File: src/rtl/fcsm_pkg.sv
package fcsm_pkg;

  localparam int CMD_W  = 8;
  localparam int KEY_AW = 11;
  localparam int MODE_W = 3;

  localparam logic [KEY_AW-1:0] UNL_ADDR_A = 11'h555;
  localparam logic [KEY_AW-1:0] UNL_ADDR_B = 11'h2AA;

  localparam logic [CMD_W-1:0] KEY_A          = 8'hAA;
  localparam logic [CMD_W-1:0] KEY_B          = 8'h55;
  localparam logic [CMD_W-1:0] CODE_RESET     = 8'hF0;
  localparam logic [CMD_W-1:0] CODE_IDENT     = 8'h90;
  localparam logic [CMD_W-1:0] CODE_PSAVE     = 8'h70;
  localparam logic [CMD_W-1:0] CODE_PROG      = 8'hA0;
  localparam logic [CMD_W-1:0] CODE_ERS_SETUP = 8'h80;
  localparam logic [CMD_W-1:0] CODE_ERS_GO    = 8'h30;
  localparam logic [CMD_W-1:0] CODE_SUSPEND   = 8'hB0;
  localparam logic [CMD_W-1:0] CODE_RESUME    = 8'h30;

  typedef enum logic [MODE_W-1:0] {
    BM_READ    = 3'd0,
    BM_IDENT   = 3'd1,
    BM_SUSP_RD = 3'd2,
    BM_PROG    = 3'd3,
    BM_ERASE   = 3'd4,
    BM_FAIL    = 3'd5
  } bank_mode_e;

  typedef enum logic [2:0] {
    CK_NONE,
    CK_RESET,
    CK_IDENT,
    CK_PROG,
    CK_ERASE,
    CK_SUSPEND,
    CK_RESUME
  } cmd_kind_e;

  typedef enum logic [1:0] {
    RS_ARRAY  = 2'd0,
    RS_IDENT  = 2'd1,
    RS_STATUS = 2'd2
  } rd_src_e;

  typedef enum logic [2:0] {
    DS_IDLE,
    DS_UNL1,
    DS_UNL2,
    DS_PROG_DATA,
    DS_ERS_UNL0,
    DS_ERS_UNL1,
    DS_ERS_CONF
  } dec_state_e;

endpackage

File: src/rtl/fcsm_decoder.sv
module fcsm_decoder
  import fcsm_pkg::*;
#(
  parameter int ADDR_W = 12,
  parameter int BANK_W = 1
) (
  input  logic              clk,
  input  logic              rst_n,
  input  logic              wr_en,
  input  logic [ADDR_W-1:0] wr_addr,
  input  logic [CMD_W-1:0]  wr_data,
  output cmd_kind_e         cmd_kind,
  output logic [BANK_W-1:0] cmd_bank,
  output logic              ps_active
);

  dec_state_e st_q, st_nxt;
  logic       ps_q;
  logic       ps_set;
  logic       at_a, at_b;

  assign at_a     = (wr_addr[KEY_AW-1:0] == UNL_ADDR_A);
  assign at_b     = (wr_addr[KEY_AW-1:0] == UNL_ADDR_B);
  assign cmd_bank = wr_addr[ADDR_W-1 -: BANK_W];

  // Next-state and command event; a reset byte wins in every phase.
  always_comb begin
    st_nxt   = st_q;
    cmd_kind = CK_NONE;
    ps_set   = 1'b0;
    if (wr_en) begin
      if (wr_data == CODE_RESET) begin
        cmd_kind = CK_RESET;
        st_nxt   = DS_IDLE;
      end else begin
        st_nxt = DS_IDLE;
        case (st_q)
          DS_IDLE: begin
            if (at_a && wr_data == KEY_A)    st_nxt   = DS_UNL1;
            else if (wr_data == CODE_SUSPEND) cmd_kind = CK_SUSPEND;
            else if (wr_data == CODE_RESUME)  cmd_kind = CK_RESUME;
          end
          DS_UNL1: begin
            if (at_b && wr_data == KEY_B) st_nxt = DS_UNL2;
          end
          DS_UNL2: begin
            if (wr_data == CODE_IDENT)                 cmd_kind = CK_IDENT;
            else if (at_a && wr_data == CODE_PSAVE)     ps_set   = 1'b1;
            else if (at_a && wr_data == CODE_PROG)      st_nxt   = DS_PROG_DATA;
            else if (at_a && wr_data == CODE_ERS_SETUP) st_nxt   = DS_ERS_UNL0;
          end
          DS_PROG_DATA: begin
            cmd_kind = CK_PROG;
          end
          DS_ERS_UNL0: begin
            if (at_a && wr_data == KEY_A) st_nxt = DS_ERS_UNL1;
          end
          DS_ERS_UNL1: begin
            if (at_b && wr_data == KEY_B) st_nxt = DS_ERS_CONF;
          end
          DS_ERS_CONF: begin
            if (wr_data == CODE_ERS_GO) cmd_kind = CK_ERASE;
          end
          default: st_nxt = DS_IDLE;
        endcase
      end
    end
  end

  always_ff @(posedge clk or negedge rst_n) begin
    if (!rst_n) begin
      st_q <= DS_IDLE;
    end else if (wr_en) begin
      st_q <= st_nxt;
    end
  end

  always_ff @(posedge clk or negedge rst_n) begin
    if (!rst_n) begin
      ps_q <= 1'b0;
    end else if (ps_set) begin
      ps_q <= 1'b1;
    end
  end

  assign ps_active = ps_q;

endmodule

File: src/rtl/fcsm_bank.sv
module fcsm_bank
  import fcsm_pkg::*;
#(
  parameter int BANK_W = 1,
  parameter int IDX    = 0
) (
  input  logic              clk,
  input  logic              rst_n,
  input  cmd_kind_e         cmd_kind,
  input  logic [BANK_W-1:0] cmd_bank,
  input  logic              peer_busy,
  input  logic              op_done,
  input  logic              op_timeout,
  output bank_mode_e        mode,
  output logic              busy,
  output logic              prog_go,
  output logic              erase_go
);

  localparam logic [BANK_W-1:0] MY_ID = BANK_W'(IDX);

  bank_mode_e mode_q, mode_nxt;
  logic       susp_q, susp_nxt;
  logic       pg_q, pg_nxt;
  logic       er_q, er_nxt;
  logic       hit;
  logic       upd;

  assign hit = (cmd_bank == MY_ID);

  always_comb begin
    mode_nxt = mode_q;
    susp_nxt = susp_q;
    pg_nxt   = 1'b0;
    er_nxt   = 1'b0;
    case (mode_q)
      BM_PROG, BM_ERASE: begin
        // Running operation: only the engine handshake or a suspend moves it.
        if (op_timeout) begin
          mode_nxt = BM_FAIL;
        end else if (op_done) begin
          if (mode_q == BM_PROG) begin
            mode_nxt = susp_q ? BM_SUSP_RD : BM_READ;
          end else begin
            mode_nxt = BM_READ;
            susp_nxt = 1'b0;
          end
        end else if (mode_q == BM_ERASE && hit && cmd_kind == CK_SUSPEND) begin
          mode_nxt = BM_SUSP_RD;
          susp_nxt = 1'b1;
        end
      end
      BM_IDENT, BM_FAIL: begin
        if (cmd_kind == CK_RESET) begin
          mode_nxt = susp_q ? BM_SUSP_RD : BM_READ;
        end
      end
      BM_READ, BM_SUSP_RD: begin
        if (hit) begin
          case (cmd_kind)
            CK_IDENT: begin
              if (!peer_busy) mode_nxt = BM_IDENT;
            end
            CK_PROG: begin
              mode_nxt = BM_PROG;
              pg_nxt   = 1'b1;
            end
            CK_ERASE: begin
              if (mode_q == BM_READ) begin
                mode_nxt = BM_ERASE;
                er_nxt   = 1'b1;
              end
            end
            CK_RESUME: begin
              if (mode_q == BM_SUSP_RD) begin
                mode_nxt = BM_ERASE;
                susp_nxt = 1'b0;
              end
            end
            default: ;
          endcase
        end
      end
      default: begin
        mode_nxt = BM_READ;
        susp_nxt = 1'b0;
      end
    endcase
  end

  assign upd = (mode_nxt != mode_q) || (susp_nxt != susp_q);

  always_ff @(posedge clk or negedge rst_n) begin
    if (!rst_n) begin
      mode_q <= BM_READ;
      susp_q <= 1'b0;
    end else if (upd) begin
      mode_q <= mode_nxt;
      susp_q <= susp_nxt;
    end
  end

  always_ff @(posedge clk or negedge rst_n) begin
    if (!rst_n) begin
      pg_q <= 1'b0;
      er_q <= 1'b0;
    end else begin
      pg_q <= pg_nxt;
      er_q <= er_nxt;
    end
  end

  assign mode     = mode_q;
  assign busy     = (mode_q == BM_PROG) || (mode_q == BM_ERASE);
  assign prog_go  = pg_q;
  assign erase_go = er_q;

endmodule

File: src/rtl/fcsm_rd_sel.sv
module fcsm_rd_sel
  import fcsm_pkg::*;
#(
  parameter int NUM_BANKS = 2,
  parameter int BANK_W    = 1
) (
  input  logic [NUM_BANKS*MODE_W-1:0] modes_flat,
  input  logic [BANK_W-1:0]           rd_bank,
  output rd_src_e                     rd_src
);

  logic [MODE_W-1:0] sel_mode;

  assign sel_mode = modes_flat[MODE_W*int'(rd_bank) +: MODE_W];

  always_comb begin
    case (bank_mode_e'(sel_mode))
      BM_IDENT:                    rd_src = RS_IDENT;
      BM_PROG, BM_ERASE, BM_FAIL:  rd_src = RS_STATUS;
      default:                     rd_src = RS_ARRAY;
    endcase
  end

endmodule

File: src/rtl/flash_cmd_fsm.sv
module flash_cmd_fsm
  import fcsm_pkg::*;
#(
  parameter int NUM_BANKS   = 2,
  parameter int ADDR_W      = 12,
  parameter int SYNC_STAGES = 2,
  localparam int BANK_W     = (NUM_BANKS > 1) ? $clog2(NUM_BANKS) : 1
) (
  input  logic                        clk,
  input  logic                        rst_n,
  input  logic                        wr_en,
  input  logic [ADDR_W-1:0]           wr_addr,
  input  logic [7:0]                  wr_data,
  input  logic [NUM_BANKS-1:0]        op_done,
  input  logic [NUM_BANKS-1:0]        op_timeout,
  input  logic [BANK_W-1:0]           rd_bank,
  output logic [NUM_BANKS*MODE_W-1:0] bank_mode,
  output logic                        ps_active,
  output logic [NUM_BANKS-1:0]        prog_go,
  output logic [NUM_BANKS-1:0]        erase_go,
  output logic [1:0]                  rd_src
);

  // Asynchronous assertion, synchronous release.
  logic [SYNC_STAGES-1:0] rs_q;
  logic                   rst_int_n;

  always_ff @(posedge clk or negedge rst_n) begin
    if (!rst_n) begin
      rs_q <= '0;
    end else begin
      rs_q <= {rs_q[SYNC_STAGES-2:0], 1'b1};
    end
  end

  assign rst_int_n = rs_q[SYNC_STAGES-1];

  cmd_kind_e         cmd_kind;
  logic [BANK_W-1:0] cmd_bank;
  logic [NUM_BANKS-1:0] busy_vec;
  logic [NUM_BANKS-1:0] peer_busy;
  bank_mode_e        mode_w [NUM_BANKS];
  rd_src_e           src_w;

  fcsm_decoder #(
    .ADDR_W (ADDR_W),
    .BANK_W (BANK_W)
  ) u_dec (
    .clk       (clk),
    .rst_n     (rst_int_n),
    .wr_en     (wr_en),
    .wr_addr   (wr_addr),
    .wr_data   (wr_data),
    .cmd_kind  (cmd_kind),
    .cmd_bank  (cmd_bank),
    .ps_active (ps_active)
  );

  for (genvar g = 0; g < NUM_BANKS; g++) begin : g_bank
    assign peer_busy[g] = |(busy_vec & ~(NUM_BANKS'(1) << g));

    fcsm_bank #(
      .BANK_W (BANK_W),
      .IDX    (g)
    ) u_bank (
      .clk        (clk),
      .rst_n      (rst_int_n),
      .cmd_kind   (cmd_kind),
      .cmd_bank   (cmd_bank),
      .peer_busy  (peer_busy[g]),
      .op_done    (op_done[g]),
      .op_timeout (op_timeout[g]),
      .mode       (mode_w[g]),
      .busy       (busy_vec[g]),
      .prog_go    (prog_go[g]),
      .erase_go   (erase_go[g])
    );

    assign bank_mode[MODE_W*g +: MODE_W] = mode_w[g];
  end

  fcsm_rd_sel #(
    .NUM_BANKS (NUM_BANKS),
    .BANK_W    (BANK_W)
  ) u_rd_sel (
    .modes_flat (bank_mode),
    .rd_bank    (rd_bank),
    .rd_src     (src_w)
  );

  assign rd_src = src_w;

endmodule

File: config.mk
export PLATFORM = sky130hd
export DESIGN_NAME = flash_cmd_fsm
export DESIGN_NICKNAME = d
export VERILOG_FILES = /design/src/rtl/fcsm_pkg.sv /design/src/rtl/fcsm_decoder.sv /design/src/rtl/fcsm_bank.sv /design/src/rtl/fcsm_rd_sel.sv /design/src/rtl/flash_cmd_fsm.sv
export SDC_FILE = /design/constraint.sdc
export NUM_CORES = 1
export LEC_CHECK = 0
export BUFFER_PORTS_ARGS = -buffer_cell sky130_fd_sc_hd__buf_4
export CORE_AREA = 4 4 71 73
export CTS_CLUSTER_SIZE = 16
export DETAILED_ROUTE_END_ITERATION = 7
export DIE_AREA = 0 0 75 77
export GPL_ROUTABILITY_DRIVEN = 0
export GPL_TIMING_DRIVEN = 0
export PLACE_DENSITY_LB_ADDON = 0.12
export SLEW_MARGIN = 15
export SYNTH_ARGS = -nofsm -noshare
export SYNTH_HDL_FRONTEND = slang
export SYNTH_SLANG_ARGS = --single-unit
File: constraint.sdc
create_clock -name clk -period 1.9 [get_ports clk]
set_input_delay 0.38 -clock clk [delete_from_list [all_inputs] [get_ports clk]]
set_output_delay 0.38 -clock clk [all_outputs]
set_load 0.03 [all_outputs]
==> metrics, run 1 <==
final worst slack=-0.676 ns; combinational power share=0.368; FF-to-FF setup slack=-0.68 ns; total power draw=between 1 and 1.5 mW; critical path type=register to register; via count=2076; TritonCTS buffer count=3; outcome=finished, violations left; Total Wirelength=about 5.8 mm; DR DRC count=0; Post-synth EDFFs=0; Hold/Removal Path Class=register to async pin; FF-to-FF path depth=7; MaxCap Viol Count=0; Syn Inst Count=223; Clock Power Share=0.276; Core Area=~4400 um2; FMAX=388 MHz; Synth top area share=0.263; vias in the first global route=1854; Sw Ratio=0.339; min cycle time layout=2.58 ns; drt initial violations=158; Worst Path Required=2.05 ns; CP endpoint kind=register; DP Wirelength=4.11 mm; Final Core Density=0.590; Antenna Violating Nets Remaining=0; Die Width=75 um; worst r2r src=u_dec.st_q[1]; filler instances=about 380; Slew Limit Fails=0; Inserted Diodes=0; Netlist cell types=55; H-tree depth=1; initial antenna violation count=0; Hold WS=~0.27 ns; Worst Path Arrival=2.73 ns; Leak=1.12 nW; routed len/inst=16.8 um; violated checks=negative setup slack; CTS sink cnt=18; Int Pwr=roughly 0.80 mW; prevailing post-synth register cell=dfrtp_1; fin crit share=1.36; Row Count=24; CP Max Fanout=4; P_sw=0.410 mW; Root Driver=clkbuf_8; worst flop-to-flop path endpoint=g_bank[0].u_bank.mode[1]; Synthesized Nets=251; Final Hold Fails=0; CP startpoint kind=register; # IOs=41; Final Skew=0.0125 ns; nets=319; Buffers on Ports=40; Die ar.=5780 um2; DR vias/cell=6.07; Reg power frac=0.356; grt total ovfl=0; register area share after synthesis=0.263; Async S/R FF share, synth=1.00; ratio of cells with drive above 1 in the final layout=0.403; FF+latch count, synth=18; synthesized area per cell=7.67 um2; Layout area overhead=50.2%; most frequent cell after synthesis=nor2_1; # setup viols final=10; total track usage=0.200; Worst-Margin Slew=~0.77 ns; area leader, netlist=dfrtp_1; commonest cells in the synthesized netlist=nor2_1 (22), nand2_1 (20), dfrtp_1 (18); Starting Density=0.393; CTS tree=yes; Max IR drop VDD=around 0.5 mV; first-pass GRT wire length=9.14 mm; DIE HEIGHT=77 um; largest net degree at the start of global routing=17; Slew HR=0.484; YS warnings=0; Clock Tree Buf Depth=2; Clock transition at path regs=around 0.080 ns; Synth area leaders=dfrtp_1 (26%), nor2_1 (4.8%), nand2_1 (4.4%), o21ai_0 (2.9%), nor3_1 (2.6%); power density over the cells=between 400 and 500 nW/um2; Mapped Area=1710 um2; drt pass-1 iters=5; RSZ-0062 raised after global routing=yes; clock latency at the later pin of the worst-skew pair=0.27 ns
[sequential cells by signal, indices dropped and copies added, names as in the netlist]
name	flops
g_bank.u_bank.prog_go	2
g_bank.u_bank.erase_go	2
g_bank.u_bank.susp_q	2
rs_q	2
u_dec.st_q	3
g_bank.u_bank.mode	6
u_dec.ps_active	1
[per-layer routing]
| metal | part of all wire | track usage | wire (um) |
|---|---|---|---|
| met5 | 0 | 0 | 0 |
| met4 | 0.025 | 0.0516 | 146 |
| met3 | 0.080 | 0.0379 | 461 |
| met2 | 0.49 | 0.320 | 2820 |
| met1 | 0.40 | 0.273 | 2330 |
[through the flow]
stage          cells  setup WS (ns)  instance area [um2]  TNS (ns)
3_3_place_gp     315         -0.878                 2150     -5.40
5_1_grt          342         -0.768                 2570     -4.27
2_1_floorplan    223         -0.559                 1790     -1.58
4_1_cts          327         -0.679                 2370     -3.00
6_report         342         -0.676                 2570     -3.34
3_5_place_dp     315         -0.877                 2150     -5.29
[worst max path at each step]
stage	cells past startpoint	slack (ns)	to	from
after floorplan	6	-0.56	g_bank[0].u_bank.mode[1]	wr_data[7]
after global placement	7	-0.88	g_bank[0].u_bank.mode[1]	wr_data[7]
after detailed placement	7	-0.88	g_bank[0].u_bank.mode[1]	wr_data[7]
after CTS	6	-0.68	g_bank[0].u_bank.mode[1]	u_dec.st_q[1]
after global routing	7	-0.77	g_bank[0].u_bank.mode[1]	u_dec.st_q[1]
final	7	-0.68	g_bank[0].u_bank.mode[1]	u_dec.st_q[1]
[cell families (layout without fill, tap and decap cells)]
logic type / count (synthesis) / after routing / synth area share
AO/OA/AOI/OAI: 61 / 61 / 0.268
buffers and inverters: 25 / 92 / 0.0644
AND/OR/NAND/NOR: 116 / 116 / 0.391
flip-flops: 18 / 18 / 0.263
multiplexers: 2 / 2 / 0.0117
other: 1 / 1 / 0.00219
[worst max-delay path, cell delays in order (launching register included)]
cell,delay (ns)
dfrtp_1,0.38
or4b_4,0.54
a2111oi_4,0.37
buf_4,0.20
nor2_4,0.04
o311a_1,0.31
o311a_1,0.29
or3b_1,0.34
[power groups by stage]
stage | sequential, mW | clock [mW] | combinational [mW]
floorplan | 0.463 | 0 | 0.229
global placement | 0.430 | 0 | 0.410
finish | 0.431 | 0.334 | 0.445
global route | 0.435 | 0.348 | 0.476
CTS | 0.440 | 0.341 | 0.395
detailed placement | 0.430 | 0 | 0.411
[cell usage in the layout, fill, tap and decap left out, drive strengths merged, types with 8 or more instances in the layout]
master	count
buf	72
nor2	23
nand2	20
dfrtp	18
o21ai	10
clkbuf	10
inv	9
nor3	9
a21oi	8
[final cells by class]
cell class | count | area (um2) | share of cell area
multi-input combinational | 180 | 1350 | 0.525
timing repair buffer | 65 | 502 | 0.195
sequential | 18 | 454 | 0.177
buffer | 14 | 111 | 0.0434
tap | 52 | 65.1 | 0.0253
clock buffer | 4 | 55.1 | 0.0214
inverter | 9 | 33.8 | 0.0132
[what timing repair did]
action	4_1_cts	5_1_grt
buffers inserted	9	16
cloned	0	0
hold buffers	1	0
endpoints found under the setup margin	13	13
pin swaps	5	18
resized for setup	24	25
endpoints found under the hold margin	2	0
Power figures use the tool's default switching activity.
==> run 2, diff against run 1 <==
--- a/config.mk
+++ b/config.mk
@@ -12,7 +12,6 @@
 export DIE_AREA = 0 0 75 77
 export GPL_ROUTABILITY_DRIVEN = 0
 export GPL_TIMING_DRIVEN = 0
-export PLACE_DENSITY_LB_ADDON = 0.12
 export SLEW_MARGIN = 15
 export SYNTH_ARGS = -nofsm -noshare
 export SYNTH_HDL_FRONTEND = slang
==> run 2 against run 1 <==
Compared with the run above:
- the run still ends with negative setup slack left
- fmax is 0.74% lower
- first-iteration DRC count up 5.1%
- critical endpoint unchanged
- critical path type unchanged
- worst setup slack lost 0.019 ns
- utilization up 4.1 points
==> metrics, run 2 (same netlist as run 1, synthesis figures left out) <==
# setup viols final=13; Clock transition at path regs=0.08 ns; critical path type=register to register; Largest register FFs=6; Die ar.=5780 um2; CP endpoint kind=register; MaxCap Viol Count=0; Layout area overhead=60.7%; Hold/Removal Path Class=register to async pin; Total Wirelength=around 6.2 mm; Leak=1.18 nW; min cycle time layout=2.59 ns; Die Width=roughly 75 um; Inserted Diodes=0; drt initial violations=around 170; drt pass-1 iters=5; # IOs=between 40 and 50; Final Skew=0.0147 ns; Slew Limit Fails=0; fin crit share=1.37; most frequent cells in the layout=buf_4 (64), nor2_1 (20), nand2_1 (18); H-tree depth=1; Final Core Density=0.631; dpl ws=-0.882 ns; RSZ-0062 raised after global routing=yes; Final Hold Fails=0; violated checks=negative setup slack; DP Wirelength=roughly 4.1 mm; Buffers on Ports=40; Max IR drop VDD=about 0.27 mV; final worst slack=-0.695 ns; clock latency at the later pin of the worst-skew pair=0.26 ns; CTS sink cnt=18; Root Driver=clkbuf_8; Antenna Violating Nets Remaining=0; DIE HEIGHT=77 um; Hold WS=0.292 ns; grt total ovfl=0; CP Max Fanout=2; CTS tree=yes; flip-flop and latch area=454 um2; largest net degree at the start of global routing=17; nets=324; Worst-Margin Slew=~0.78 ns; via count=roughly 2100; multi-input logic area=1430 um2; most common cell after layout, fill and taps aside=buf_4; Clock Tree Buf Depth=2; ratio of cells with drive above 1 in the final layout=0.454; DR vias/cell=6.05; outcome=finished, violations left; Starting Density=0.393; Finished Cell Area=about 2700 um2; Slew HR=0.482; TritonCTS buffer count=3; DR DRC count=0; vias in the first global route=roughly 2000; Worst Path Arrival=2.74 ns; filler instances=354; power density over the cells=432 nW/um2; routed len/inst=17.8 um; FMAX=385 MHz; CP startpoint kind=register; DP Area=between 2000 and 2500 um2; initial antenna violation count=0; first-pass GRT wire length=9.63 mm; Worst Path Required=2.05 ns; total track usage=0.209; Core Area=4350 um2; Row Count=24
run 2: changes by cell type in the layout (fill, tap and decap cells not counted), sizes merged:
cell	delta
buf	+4
clkbuf	+1
run 2: final cells by class:
cell class,count,share of cell area
multi-input combinational,180,0.522
timing repair buffer,70,0.206
sequential,18,0.165
buffer,14,0.0514
tap,52,0.0237
clock buffer,4,0.0200
inverter,9,0.0123
run 2: path summary, 6_finish.rpt:
| kind | start | end | slack (ns) | cells after the start |
|---|---|---|---|---|
| setup / recovery | u_dec.st_q[1] | g_bank[0].u_bank.mode[1] | -0.69 | 7 |
| hold / removal | rs_q[1] | u_dec.st_q[1] | 0.29 | 0 |
| setup reg to reg | u_dec.st_q[1] | g_bank[0].u_bank.mode[1] | -0.69 | 7 |
| hold reg to reg | rs_q[1] | u_dec.st_q[1] | 0.29 | 0 |
| max in group asynchronous | rs_q[1] | u_dec.st_q[2] | 1.08 | 0 |
| min in group clk | rs_q[0] | rs_q[1] | 0.35 | 0 |
run 2: power by group:
group          internal, mW  leakage (nW)  switching [mW]
sequential            0.405         0.234          0.0369
clock                 0.184        0.0288           0.140
combinational         0.193         0.917           0.229
run 2: stage by stage:
| stage | total power [mW] | cells | setup TNS, ns |
|---|---|---|---|
| final | 1.19 | 347 | -4.44 |
| after global routing | 1.24 | 347 | -5.57 |
| after CTS | 1.18 | 334 | -3.16 |
| after detailed placement | 0.842 | 315 | -5.58 |
| after global placement | 0.842 | 315 | -5.51 |
| after floorplan | 0.693 | 223 | -1.58 |
run 2: critical path, cell delays in order, from the launching register on:
cell and delay [ns]:
dfrtp_1 0.40, or4b_4 0.54, a2111oi_4 0.36, buf_4 0.20
nor2_4 0.04, o311a_1 0.30, o311a_1 0.29, or3b_1 0.35
run 2: routing by layer:
metal  vias to the layer above  wire [um]  track usage
met3                        13        393       0.0471
met4                         0        155       0.0783
met2                        91       3070        0.326
met5                         -          0            0
met1                       996       2560        0.276
li1                        999          -            -
run 2: what timing repair did:
action | in CTS | in global routing
hold buffers | 1 | 0
setup buffers | 16 | 13
setup endpoints to repair | 14 | 17
cloned | 0 | 0
resized for setup | 47 | 30
pin swaps | 12 | 23
hold endpoints to repair | 2 | 0
